$ cat src/rtl/clkSelDivPkg.sv
package clkSelDivPkg;
  localparam int SRC_W        = 3;
  localparam int DIVC_W       = 3;
  localparam int NUM_CH       = 3;
  localparam int NUM_SRC      = 6;
  localparam int FIELD_STRIDE = 4;

  localparam int CH_MAIN = 0;
  localparam int CH_SUB  = 1;
  localparam int CH_AUX  = 2;

  localparam int ADDR_ACCESS = 0;
  localparam int ADDR_SEL    = 1;
  localparam int ADDR_DIV    = 2;
  localparam int ADDR_OSC    = 3;

  localparam int OSC_LF_BIT = 0;
  localparam int OSC_HF_BIT = 1;

  typedef enum logic [SRC_W-1:0] {
    SRC_LFXT = 3'd0,
    SRC_VLO  = 3'd1,
    SRC_MODO = 3'd2,
    SRC_DCO  = 3'd3,
    SRC_HFXT = 3'd4,
    SRC_SLOW = 3'd5
  } srcCode_e;

  // Configuration handed from the register side to the clock datapath
  typedef struct packed {
    logic [NUM_CH-1:0][SRC_W-1:0]  sel;
    logic [NUM_CH-1:0][DIVC_W-1:0] div;
    logic                          lfEn;
    logic                          hfEn;
  } cfgBus_t;

  function automatic logic srcLegal(input int ch, input logic [SRC_W-1:0] code);
    if (ch == CH_AUX)
      return (code == SRC_LFXT) || (code == SRC_VLO) || (code == SRC_SLOW);
    return code <= SRC_HFXT;
  endfunction

  function automatic logic [SRC_W-1:0] resetSel(input int ch);
    return (ch == CH_AUX) ? SRC_VLO : SRC_DCO;
  endfunction
endpackage

$ cat src/rtl/clkSelDivCtrl.sv
module clkSelDivCtrl
  import clkSelDivPkg::*;
#(
  parameter int               DATA_W = 16,
  parameter int               ADDR_W = 2,
  parameter int               KEY_W  = 8,
  parameter logic [KEY_W-1:0] KEY    = 8'hA5
) (
  input  logic              clk,
  input  logic              rstN,
  input  logic              busWe,
  input  logic [ADDR_W-1:0] busAddr,
  input  logic [DATA_W-1:0] busWdata,
  output logic [DATA_W-1:0] busRdata,
  output cfgBus_t           cfg,
  output logic              unlocked
);
  localparam int KEY_LSB = DATA_W - KEY_W;

  logic [NUM_CH-1:0][SRC_W-1:0]  selQ;
  logic [NUM_CH-1:0][SRC_W-1:0]  selD;
  logic [NUM_CH-1:0][DIVC_W-1:0] divQ;
  logic                          lfEnQ;
  logic                          hfEnQ;
  logic                          wrAccess, wrSel, wrDiv, wrOsc;

  assign wrAccess = busWe && (busAddr == ADDR_W'(ADDR_ACCESS));
  assign wrSel    = busWe && unlocked && (busAddr == ADDR_W'(ADDR_SEL));
  assign wrDiv    = busWe && unlocked && (busAddr == ADDR_W'(ADDR_DIV));
  assign wrOsc    = busWe && unlocked && (busAddr == ADDR_W'(ADDR_OSC));

  // Per-channel legality filter: refused codes keep the old field
  for (genvar ch = 0; ch < NUM_CH; ch++) begin : gSelFilt
    logic [SRC_W-1:0] fieldCode;
    assign fieldCode = busWdata[ch*FIELD_STRIDE +: SRC_W];
    assign selD[ch]  = srcLegal(ch, fieldCode) ? fieldCode : selQ[ch];
  end

  always_ff @(posedge clk or negedge rstN) begin
    if (!rstN) begin
      unlocked <= 1'b0;
      lfEnQ    <= 1'b1;
      hfEnQ    <= 1'b1;
      for (int ch = 0; ch < NUM_CH; ch++) begin
        selQ[ch] <= resetSel(ch);
        divQ[ch] <= '0;
      end
    end else begin
      if (wrAccess) unlocked <= (busWdata[KEY_LSB +: KEY_W] == KEY);
      if (wrSel) selQ <= selD;
      if (wrDiv) begin
        for (int ch = 0; ch < NUM_CH; ch++)
          divQ[ch] <= busWdata[ch*FIELD_STRIDE +: DIVC_W];
      end
      if (wrOsc) begin
        lfEnQ <= busWdata[OSC_LF_BIT];
        hfEnQ <= busWdata[OSC_HF_BIT];
      end
    end
  end

  always_comb begin
    busRdata = '0;
    case (busAddr)
      ADDR_W'(ADDR_ACCESS): busRdata[0] = unlocked;
      ADDR_W'(ADDR_SEL): begin
        for (int ch = 0; ch < NUM_CH; ch++)
          busRdata[ch*FIELD_STRIDE +: SRC_W] = selQ[ch];
      end
      ADDR_W'(ADDR_DIV): begin
        for (int ch = 0; ch < NUM_CH; ch++)
          busRdata[ch*FIELD_STRIDE +: DIVC_W] = divQ[ch];
      end
      ADDR_W'(ADDR_OSC): begin
        busRdata[OSC_LF_BIT] = lfEnQ;
        busRdata[OSC_HF_BIT] = hfEnQ;
      end
      default: ;
    endcase
  end

  assign cfg.sel  = selQ;
  assign cfg.div  = divQ;
  assign cfg.lfEn = lfEnQ;
  assign cfg.hfEn = hfEnQ;
endmodule

$ cat src/rtl/clkSelDivChan.sv
module clkSelDivChan
  import clkSelDivPkg::*;
#(
  parameter int               MAX_DIV_LOG = 5,
  parameter logic [SRC_W-1:0] RESET_SEL   = SRC_DCO
) (
  input  logic               clk,
  input  logic               rstN,
  input  logic [NUM_SRC-1:0] srcTicks,
  input  logic [NUM_SRC-1:0] srcDead,
  input  logic [SRC_W-1:0]   reqSel,
  input  logic [DIVC_W-1:0]  reqDiv,
  output logic               outTick
);
  localparam int CNT_W = (MAX_DIV_LOG < 1) ? 1 : MAX_DIV_LOG;

  logic [SRC_W-1:0]  actSel;
  logic [DIVC_W-1:0] actDiv;
  logic [CNT_W-1:0]  cnt;
  logic [CNT_W-1:0]  lastCnt;
  logic              selTick, selDead, wrap, adopt;
  int                divLog;

  always_comb begin
    divLog  = (int'(actDiv) > MAX_DIV_LOG) ? MAX_DIV_LOG : int'(actDiv);
    lastCnt = CNT_W'((1 << divLog) - 1);
    selTick = 1'b0;
    selDead = 1'b0;
    if (int'(actSel) < NUM_SRC) begin
      selTick = srcTicks[actSel];
      selDead = srcDead[actSel];
    end
    wrap  = selTick && (cnt == lastCnt);
    adopt = wrap || selDead;
  end

  always_ff @(posedge clk or negedge rstN) begin
    if (!rstN) begin
      actSel  <= RESET_SEL;
      actDiv  <= '0;
      cnt     <= '0;
      outTick <= 1'b0;
    end else begin
      outTick <= wrap;
      if (adopt) begin
        actSel <= reqSel;
        actDiv <= reqDiv;
        cnt    <= '0;
      end else if (selTick) begin
        cnt <= cnt + 1'b1;
      end
    end
  end
endmodule

$ cat src/rtl/clkSelDivPath.sv
module clkSelDivPath
  import clkSelDivPkg::*;
#(
  parameter int MAX_DIV_LOG  = 5,
  parameter int SLOW_DIV_LOG = 7
) (
  input  logic              clk,
  input  logic              rstN,
  input  cfgBus_t           cfg,
  input  logic              lfxtTick,
  input  logic              vloTick,
  input  logic              modTick,
  input  logic              dcoTick,
  input  logic              hfxtTick,
  output logic [NUM_CH-1:0] chTick,
  output logic              slowTick
);
  logic [NUM_SRC-1:0]      srcTicks;
  logic [NUM_SRC-1:0]      srcDead;
  logic [SLOW_DIV_LOG-1:0] slowCnt;

  always_comb begin
    srcTicks           = '0;
    srcTicks[SRC_LFXT] = lfxtTick && cfg.lfEn;
    srcTicks[SRC_VLO]  = vloTick;
    srcTicks[SRC_MODO] = modTick;
    srcTicks[SRC_DCO]  = dcoTick;
    srcTicks[SRC_HFXT] = hfxtTick && cfg.hfEn;
    srcTicks[SRC_SLOW] = slowTick;
    srcDead            = '0;
    srcDead[SRC_LFXT]  = !cfg.lfEn;
    srcDead[SRC_HFXT]  = !cfg.hfEn;
  end

  // Fixed power-of-two prescaler on the module oscillator
  always_ff @(posedge clk or negedge rstN) begin
    if (!rstN) begin
      slowCnt  <= '0;
      slowTick <= 1'b0;
    end else begin
      slowTick <= modTick && (&slowCnt);
      if (modTick) slowCnt <= slowCnt + 1'b1;
    end
  end

  for (genvar ch = 0; ch < NUM_CH; ch++) begin : gCh
    localparam logic [SRC_W-1:0] RST_SEL = resetSel(ch);
    clkSelDivChan #(
      .MAX_DIV_LOG(MAX_DIV_LOG),
      .RESET_SEL  (RST_SEL)
    ) uChan (
      .clk     (clk),
      .rstN    (rstN),
      .srcTicks(srcTicks),
      .srcDead (srcDead),
      .reqSel  (cfg.sel[ch]),
      .reqDiv  (cfg.div[ch]),
      .outTick (chTick[ch])
    );
  end
endmodule

$ cat src/rtl/clkSelDiv.sv
module clkSelDiv
  import clkSelDivPkg::*;
#(
  parameter int               DATA_W       = 16,
  parameter int               ADDR_W       = 2,
  parameter int               KEY_W        = 8,
  parameter logic [KEY_W-1:0] KEY          = 8'hA5,
  parameter int               MAX_DIV_LOG  = 5,
  parameter int               SLOW_DIV_LOG = 7
) (
  input  logic              clk,
  input  logic              rstN,
  input  logic              busWe,
  input  logic [ADDR_W-1:0] busAddr,
  input  logic [DATA_W-1:0] busWdata,
  output logic [DATA_W-1:0] busRdata,
  input  logic              lfxtTick,
  input  logic              vloTick,
  input  logic              modTick,
  input  logic              dcoTick,
  input  logic              hfxtTick,
  output logic              mainTick,
  output logic              subTick,
  output logic              auxTick,
  output logic              slowModTick
);
  cfgBus_t           cfgBus;
  logic              unlockedQ;
  logic [NUM_CH-1:0] chTick;

  clkSelDivCtrl #(
    .DATA_W(DATA_W), .ADDR_W(ADDR_W), .KEY_W(KEY_W), .KEY(KEY)
  ) uCtrl (
    .clk     (clk),
    .rstN    (rstN),
    .busWe   (busWe),
    .busAddr (busAddr),
    .busWdata(busWdata),
    .busRdata(busRdata),
    .cfg     (cfgBus),
    .unlocked(unlockedQ)
  );

  clkSelDivPath #(
    .MAX_DIV_LOG(MAX_DIV_LOG), .SLOW_DIV_LOG(SLOW_DIV_LOG)
  ) uPath (
    .clk     (clk),
    .rstN    (rstN),
    .cfg     (cfgBus),
    .lfxtTick(lfxtTick),
    .vloTick (vloTick),
    .modTick (modTick),
    .dcoTick (dcoTick),
    .hfxtTick(hfxtTick),
    .chTick  (chTick),
    .slowTick(slowModTick)
  );

  assign mainTick = chTick[CH_MAIN];
  assign subTick  = chTick[CH_SUB];
  assign auxTick  = chTick[CH_AUX];
endmodule

$ cat config.mk
export PLATFORM = sky130hd
export DESIGN_NAME = clkSelDiv
export DESIGN_NICKNAME = d
export VERILOG_FILES = /design/src/rtl/clkSelDivPkg.sv /design/src/rtl/clkSelDivCtrl.sv /design/src/rtl/clkSelDivChan.sv /design/src/rtl/clkSelDivPath.sv /design/src/rtl/clkSelDiv.sv
export SDC_FILE = /design/constraint.sdc
export NUM_CORES = 1
export LEC_CHECK = 0
export ABC_AREA = 1
export BUFFER_PORTS_ARGS = -buffer_cell sky130_fd_sc_hd__buf_2
export CAP_MARGIN = 15
export CORE_MARGIN = 5
export CORE_UTILIZATION = 60
export CTS_BUF_LIST = sky130_fd_sc_hd__clkbuf_4 sky130_fd_sc_hd__clkbuf_8
export DETAILED_ROUTE_END_ITERATION = 8
export PLACE_DENSITY_LB_ADDON = 0.05
export SLEW_MARGIN = 20
export SYNTH_ARGS = -nofsm -noshare
export SYNTH_HDL_FRONTEND = slang
export SYNTH_SLANG_ARGS = --single-unit
$ cat constraint.sdc
create_clock -name clk -period 2.8 [get_ports clk]
set_clock_uncertainty 0.15 [all_clocks]
set_input_delay 0.14 -clock clk [delete_from_list [all_inputs] [get_ports clk]]
set_output_delay 0.14 -clock clk [all_outputs]
set_load 0.05 [all_outputs]
==> results of run 1 <==
## through the flow
stage,util (%),setup slack [ns],hold slack (ns)
floorplan,-,0.707,-0.306
global placement,65.5,0.818,0.0417
detailed placement,65.5,0.751,0.0435
CTS,71.2,0.732,0.0112
global route,71.2,0.575,0.0330
finish,71.2,0.754,0.0176
## power by group through the flow
stage	sequential (mW)	combinational (mW)	clock, mW
6_report	1.14	0.864	0.900
5_1_grt	1.16	0.971	0.964
4_1_cts	1.14	0.869	0.911
3_5_place_dp	1.16	0.851	0
3_3_place_gp	1.15	0.833	0
2_1_floorplan	1.20	0.631	0
## synthesized netlist by cell type (all sizes together), types with 2 or more instances
library cell,n,area [µm²]
nor3,8,40.0
o21ai,20,108
a21oi,17,85.1
buf,9,62.6
xnor2,2,17.5
nand3,56,320
xor2,7,61.3
inv,72,275
dfstp,12,315
nand4,8,50.1
nor2,32,165
mux2,3,33.8
ha,12,150
dfrtp,53,1330
nand2,187,817
## worst max-delay path, stage by stage (launching register included)
cell     delay (ns)
dfrtp_1        0.45
nor2_1         0.16
nand2_1        0.11
ha_1           0.31
inv_1          0.04
nand2_1        0.05
nand2_1        0.06
nor2_2         0.09
nand3_2        0.08
nor2_4         0.12
nand2_4        0.11
nand2_4        0.13
nand2_1        0.07
nand2_1        0.06
## flip-flops by register name, summed over array words and instances (netlist names)
register and cells:
uCtrl.cfg 18, uPath.gCh.uChan.actDiv 9, uPath.gCh.uChan.outTick 3, uCtrl.hfEnQ 1
uPath.slowTick 1, uPath.gCh.uChan.cnt 15, uPath.gCh.uChan.actSel 9, uPath.slowCnt 7
uCtrl.lfEnQ 1, uCtrl.unlocked 1
## cells in the final DEF, fill, tap and decap left out, types with 2 or more instances in the layout
cell,synthesis,layout
dfstp_2,12,12
nand3_2,8,8
inv_2,6,6
nand3_1,48,48
nand2_1,167,167
dlygate4sd3_1,0,14
mux2_2,3,3
o21ai_2,2,2
conb_1,1,7
inv_4,2,2
clkbuf_8,0,10
xor2_1,7,7
o21ai_0,18,18
a21oi_1,17,17
buf_2,2,36
clkbuf_4,0,3
nand2_4,2,2
nor3_1,8,8
nand2_8,4,4
nor2_2,3,3
dfrtp_1,53,53
bufinv_16,0,2
nand4_1,8,8
nand2_2,14,14
nor2_1,24,24
inv_1,64,64
ha_1,12,12
xnor2_1,2,2
nor2_4,5,5
## logic make-up after synthesis
kind of cell / Yosys count / synth area share, %
adder cells (fa/ha/maj): 12 / 3.87
other: 1 / 0.0967
multiplexers: 3 / 0.871
buffers and inverters: 82 / 8.80
AO/OA/AOI/OAI: 42 / 6.13
flip-flops: 65 / 42.3
XOR/XNOR: 9 / 2.03
AND/OR/NAND/NOR: 291 / 35.9
## layout make-up
class	instances	share of cell area (%)
multi-input cells	364	42.7
inverters	72	6.12
well taps	77	2.14
clock buffers	13	3.56
flip-flops and latches	65	36.5
clock inverters	3	1.45
repair buffers	51	7.57
## worst min-delay path by stage
stage                           endpoint  slack [ns]  cells past startpoint
3_3_place_gp   uPath.gCh[1].uChan.cnt[2]        0.04                      1
3_5_place_dp   uPath.gCh[1].uChan.cnt[2]        0.04                      1
5_1_grt                      uCtrl.lfEnQ        0.03                      3
6_report                     uCtrl.lfEnQ        0.02                      3
4_1_cts                      uCtrl.lfEnQ        0.01                      3
2_1_floorplan              uCtrl.cfg[10]       -0.31                      0
## layer usage
metal | wire length (µm) | GRT usage [%] | vias to the layer above
li1 | - | - | 1704
met1 | 3830 | 27.7 | 1549
met2 | 3890 | 33.9 | 92
met3 | 422 | 5.25 | 20
met4 | 182 | 9.93 | 0
met5 | 0 | 0 | -
## what timing repair did
| action | CTS | global route |
|---|---|---|
| hold buffers | 14 | 0 |
| endpoints found under the hold margin | 48 | 0 |
| gates resized for setup | 0 | 0 |
==> impl_results.md, run 1 <==
* Peak VDD IR at 0.000560 V
* Critical path class: register to register
* Drt wl/cell at ~13 µm
* H-tree levels at 3
* CP Launch Type: register
* Top-Level Pins at 46
* Worst-path clk slew at about 0.07 ns
* Hold_sp: busWe
* Initial core utilization at slightly above 60%
* Req. time, crit path at ~2.9 ns
* FMAX at between 0.4 and 0.5 GHz
* Clock Tree Root: clkbuf_8
* Reg power frac at 39.3%
* FF-to-FF setup slack at around 0.75 ns
* DRC at 0
* Yosys reg bits at 65
* Die ar. at 0.00817 mm²
* Syn_area_per_cell at 7.68 µm²
* Num CTS Buffers at 9
* Area Overhead vs Synth at 15.9%
* Fin area at ~0.0045 mm²
* Finished Layout Cells at 645
* Ys Warns at 0
* Pwr Density at ~650 mW/mm²
* Crit-path max FO at 10
* Top FF cell, synth: dfrtp_1
* WL final at 8.32 mm
* # clock sinks at 65
* Layout cell share with drive strength beyond 1 at between 20% and 30%
* Worst R2R Start: uPath.gCh[1].uChan.actDiv[1]
* R2R depth at 13
* GRT Util Overall at ~21%
* Setup crit start: uPath.gCh[1].uChan.actDiv[1]
* Drt pass-1 iters at 5
* Post-synth ARST share at between 90% and 100%
* Antenna cells at 0
* Vias in the first global route at roughly 3200
* Reg2reg end: uPath.gCh[1].uChan.actSel[1]
* RSZ-0062 raised after global routing: false
* Die Y at between 90 and 100 µm
* Initial antenna violation count at 0
* Vias/cell at 5.22
* Inst Count DP at 615
* Area after DPL at 0.00413 mm²
* Slew margin rel. at 57.9%
* Postcts setup bufs at 0
* Die Width at roughly 90 µm
* Via Count at ~3400
* Max_cap viols at 0
* Status: completed
* Clock Path Buffers at 2
* Pins Over Slew Limit at 0
* Clk pwr share at a little under a third
* Std cell rows at 29
* Sequential share of the synthesized area at 42.3%
* GP Congestion at 0.887
* Port bufs at 36
* Sw Pwr at just over 1 mW
* Worst setup path endpoint: uPath.gCh[1].uChan.actSel[1]
* Tightest Hold Check Type: input pin to register
* Nets at 601
* Final setup viols at 0
* Area of the mapped netlist at 0.00388 mm²
* CTS tree: yes
* Endpoint class of the critical path: register
* Hold Vio Cnt, Final at 0
* Final worst path period need at slightly above 2 ns
* Final TNS setup at 0 ns
* Sw Share at 35.3%
* Core area at approximately 0.0063 mm²
* Cell-internal power at 1.88 mW
* First-pass GRT wire length at 14.4 mm
* Post-DP HPWL at 5.99 mm
* Final ANT Viol Nets at 0
* Synth unique cells at 32
* Post-synth EDFFs at 0
* Arrival @ worst endpoint at around 2.2 ns
* Latest clock arrival within the worst-skew pair at 0.34 ns
* Final-layout fill cell count at 507
* Slew @ Worst Pin at 0.632 ns
* P_leak at 2.39 nW
* Grt ovf at 0
* Initial drt markers at between 100 and 150
* Power Total at just under 3 mW
* Fin crit share at 73.1%
* Pin count of the biggest net entering global routing at 41
* Comb power frac at 29.7%
* Multi-input gate area at 0.00192 mm²
* Synth Instances at between 500 and 600
* FF/Latch Area at 0.00164 mm²
Note: power is estimated with default switching activity, not from simulation.
==> run 2: changes to the inputs <==
--- a/config.mk
+++ b/config.mk
@@ -9,7 +9,7 @@
 export BUFFER_PORTS_ARGS = -buffer_cell sky130_fd_sc_hd__buf_2
 export CAP_MARGIN = 15
 export CORE_MARGIN = 5
-export CORE_UTILIZATION = 60
+export CORE_UTILIZATION = 55
 export CTS_BUF_LIST = sky130_fd_sc_hd__clkbuf_4 sky130_fd_sc_hd__clkbuf_8
 export DETAILED_ROUTE_END_ITERATION = 8
 export PLACE_DENSITY_LB_ADDON = 0.05
==> constraint.sdc (replaced) <==
create_clock -name clk -period 1.7 [get_ports clk]
set_clock_uncertainty 0.15 [all_clocks]
set_input_delay 0.085 -clock clk [delete_from_list [all_inputs] [get_ports clk]]
set_output_delay 0.085 -clock clk [all_outputs]
set_load 0.05 [all_outputs]
==> run 2 against run 1 <==
The run now ends with negative setup slack left. Critical path depth is 1 lower. Global-route usage is 0.42 points higher. Cell count is 8.7% higher. Largest power group unchanged. Critical path type unchanged. Final area is 10% higher. Hold slack better by 0.12 ns. Utilization is 1.5 points higher. Sequential cell count stayed put. Clock power is 59% higher. Count of clock-buffer cells in the layout is 4 lower. Combinational power is 97% higher. Via count is 5.0% higher.
==> impl_results.md, run 2 (synthesis gave the netlist of run 1 again) <==
* Sw Share at 37.4% (was 35.3%)
* Commonest non-fill, non-tap cell in the layout: nand2_1 (unchanged)
* Vias/cell at 5.04 (was 5.22)
* CP bufs+invs at 1 (unchanged)
* Failing checks: negative setup slack
* Core area at 0.00683 mm² (was 0.00631 mm²)
* Worst-path clk slew at 0.07 ns (about the same)
* Nets at 638 (was 601)
* Final worst path period need at 2.01 ns (was 2.05 ns)
* Critical path's top delay family: simple AND/OR/NAND/NOR gates (unchanged)
* GRT Util Overall at 21.9% (was 21.5%)
* Final worst setup slack at -0.314 ns (was 0.754 ns)
* Critical path class: register to register (unchanged)
* Final setup viols at 36 (was 0)
* Initial core utilization at 56.8% (was 61.5%)
* Pins Over Slew Limit at 0 (unchanged)
* Status: finished with violations (was completed)
* Initial antenna violation count at 0 (unchanged)
* Pin count of the biggest net entering global routing at 66 (was 41)
* CP max stage cell: dfrtp_1 (unchanged)
* Die ar. at 0.00883 mm² (was 0.00817 mm²)
* Layout cell share with drive strength beyond 1 at 30.9% (was 20.4%)
* Power Total at 5.01 mW (was 2.91 mW)
* Most frequent cells in the layout: nand2_1, inv_1, dfrtp_1 (unchanged)
* CTS tree: yes (unchanged)
* GP Congestion at 0.864 (was 0.887)
* Setup crit start: uPath.gCh[1].uChan.actDiv[0] (was uPath.gCh[1].uChan.actDiv[1])
* DRC at 0 (unchanged)
* Sw Pwr at 1.87 mW (was 1.02 mW)
* Via Count at 3533 (was 3365)
* Final ANT Viol Nets at 0 (unchanged)
* Max reg flops at 18 (unchanged)
* Die Y at 94.0 µm (was 90.4 µm)
* WL final at 8.93 mm (was 8.32 mm)
* P_leak at 2.55 nW (was 2.39 nW)
* First-pass GRT wire length at 15.4 mm (was 14.4 mm)
* Pwr Density at 1010 mW/mm² (was 646 mW/mm²)
* Drt wl/cell at 12.7 µm (was 12.9 µm)
* Fin crit share at 118% (was 73.1%)
* Drt pass-1 iters at 5 (unchanged)
* Crit-path cells: nor2_2 -> nand2_1 -> ha_1 -> inv_1 -> nand2_1 -> nand2_1 -> nor2_2 -> nand3_2 -> nor2_4 -> nand2_4 -> nand2_4 -> nor3_2 (was nor2_1 -> nand2_1 -> ha_1 -> inv_1 -> nand2_1 -> nand2_1 -> nor2_2 -> nand3_2 -> nor2_4 -> nand2_4 -> nand2_4 -> nand2_1 -> nand2_1)
* Crit path top cell by count: nand2_1 (unchanged)
* RSZ-0062 raised after global routing: true (was false)
* Cell-internal power at 3.14 mW (was 1.88 mW)
* Area Overhead vs Synth at 28.1% (was 15.9%)
* # clock sinks at 65 (unchanged)
* Finished Layout Cells at 701 (was 645)
* Inst Count DP at 662 (was 615)
* Num CTS Buffers at 9 (unchanged)
* Arrival @ worst endpoint at 2.09 ns (was 2.18 ns)
* Req. time, crit path at 1.78 ns (was 2.94 ns)
* FF/Latch Area at 0.00165 mm² (was 0.00164 mm²)
* Die Width at 94.0 µm (was 90.4 µm)
* Tightest Hold Check Type: input pin to asynchronous set/reset pin (was input pin to register)
* Endpoint class of the critical path: register (unchanged)
* Hold Vio Cnt, Final at 0 (unchanged)
* Clock Path Buffers at 2 (unchanged)
* CP Launch Type: register (unchanged)
* Clk pwr share at 28.6% (was 31.0%)
* Final-layout fill cell count at 543 (was 507)
* Antenna cells at 0 (unchanged)
* Clock Tree Root: clkbuf_8 (unchanged)
* Latest clock arrival within the worst-skew pair at 0.34 ns (about the same)
* Max_cap viols at 0 (unchanged)
* Std cell rows at 30 (was 29)
* Worst R2R Start: uPath.gCh[1].uChan.actDiv[0] (was uPath.gCh[1].uChan.actDiv[1])
* Initial drt markers at 138 (was 125)
* Peak VDD IR at 0.000616 V (was 0.000560 V)
* Multi-input gate area at 0.00210 mm² (was 0.00192 mm²)
* Crit-path max FO at 6 (was 10)
* Grt ovf at 0 (unchanged)
* Reg power frac at 37.5% (was 39.3%)
* Port bufs at 36 (unchanged)
* Top-Level Pins at 46 (unchanged)
* Post-DP HPWL at 6.26 mm (was 5.99 mm)
* FMAX at 0.497 GHz (was 0.489 GHz)
* CP max stage delay at 0.41 ns (was 0.45 ns)
* H-tree levels at 3 (unchanged)
* Comb power frac at 33.9% (was 29.7%)
* Vias in the first global route at 3437 (was 3222)
## run 2: final timing paths
kind	end	slack [ns]	cells past startpoint
max	uPath.gCh[1].uChan.cnt[0]	-0.31	12
min	uPath.gCh[1].uChan.actDiv[1]	0.14	3
max reg2reg	uPath.gCh[1].uChan.cnt[0]	-0.31	12
min reg2reg	uPath.slowCnt[5]	0.33	1
max in group asynchronous	uPath.gCh[0].uChan.actSel[1]	0.93	3
min in group clk	uCtrl.hfEnQ	0.15	4
## run 2: final cells by class
cell class | count | share of cell area [%]
Multi-Input combinational cell | 369 | 42.3
Sequential cell | 65 | 33.1
Timing Repair Buffer | 83 | 12.3
Inverter | 72 | 5.54
Clock buffer | 9 | 2.49
Tap cell | 96 | 2.42
Clock inverter | 7 | 1.91
## run 2: through the flow
stage               hold WS (ns)  util [%]  setup TNS [ns]  instance area [µm²]  worst slack, ns
finish                     0.138      72.7           -8.89                 4970           -0.314
CTS                        0.138      71.1           -8.69                 4860           -0.269
global placement         -0.0226      64.7           -7.26                 4420           -0.249
floorplan                 -0.361         -           -4.08                 3950           -0.149
detailed placement       -0.0223      64.7           -8.76                 4420           -0.277
global route               0.169      72.7          -14.05                 4970           -0.434
## run 2: metal layers
metal / track usage (%) / share of wire (%) / up-vias
met5: 0 / 0 / -
li1: - / - / 1789
met3: 4.97 / 5.0 / 12
met2: 34.9 / 48 / 102
met4: 7.10 / 1.4 / 0
met1: 29.5 / 46 / 1630
## run 2: power by group through the flow
stage	logic (mW)	clock network, mW	registers, mW
2_1_floorplan	1.06	0	1.97
3_3_place_gp	1.47	0	1.90
3_5_place_dp	1.50	0	1.90
4_1_cts	1.60	1.46	1.88
5_1_grt	1.91	1.53	1.91
6_report	1.70	1.43	1.88
## run 2: worst register-to-register path, stage by stage, from the launching register on
cell	delay (ns)
dfrtp_1	0.41
nor2_2	0.14
nand2_1	0.08
ha_1	0.31
inv_1	0.05
nand2_1	0.06
nand2_1	0.06
nor2_2	0.10
nand3_2	0.09
nor2_4	0.14
nand2_4	0.13
nand2_4	0.14
nor3_2	0.06
## run 2: timing repair
item / 4_1_cts / 5_1_grt
cloned: 2 / 3
resized for setup: 10 / 28
hold buffers: 14 / 0
pin swaps: 4 / 11
endpoints found under the hold margin: 89 / 0
setup endpoints to repair: 38 / 39
buffers inserted: 4 / 2
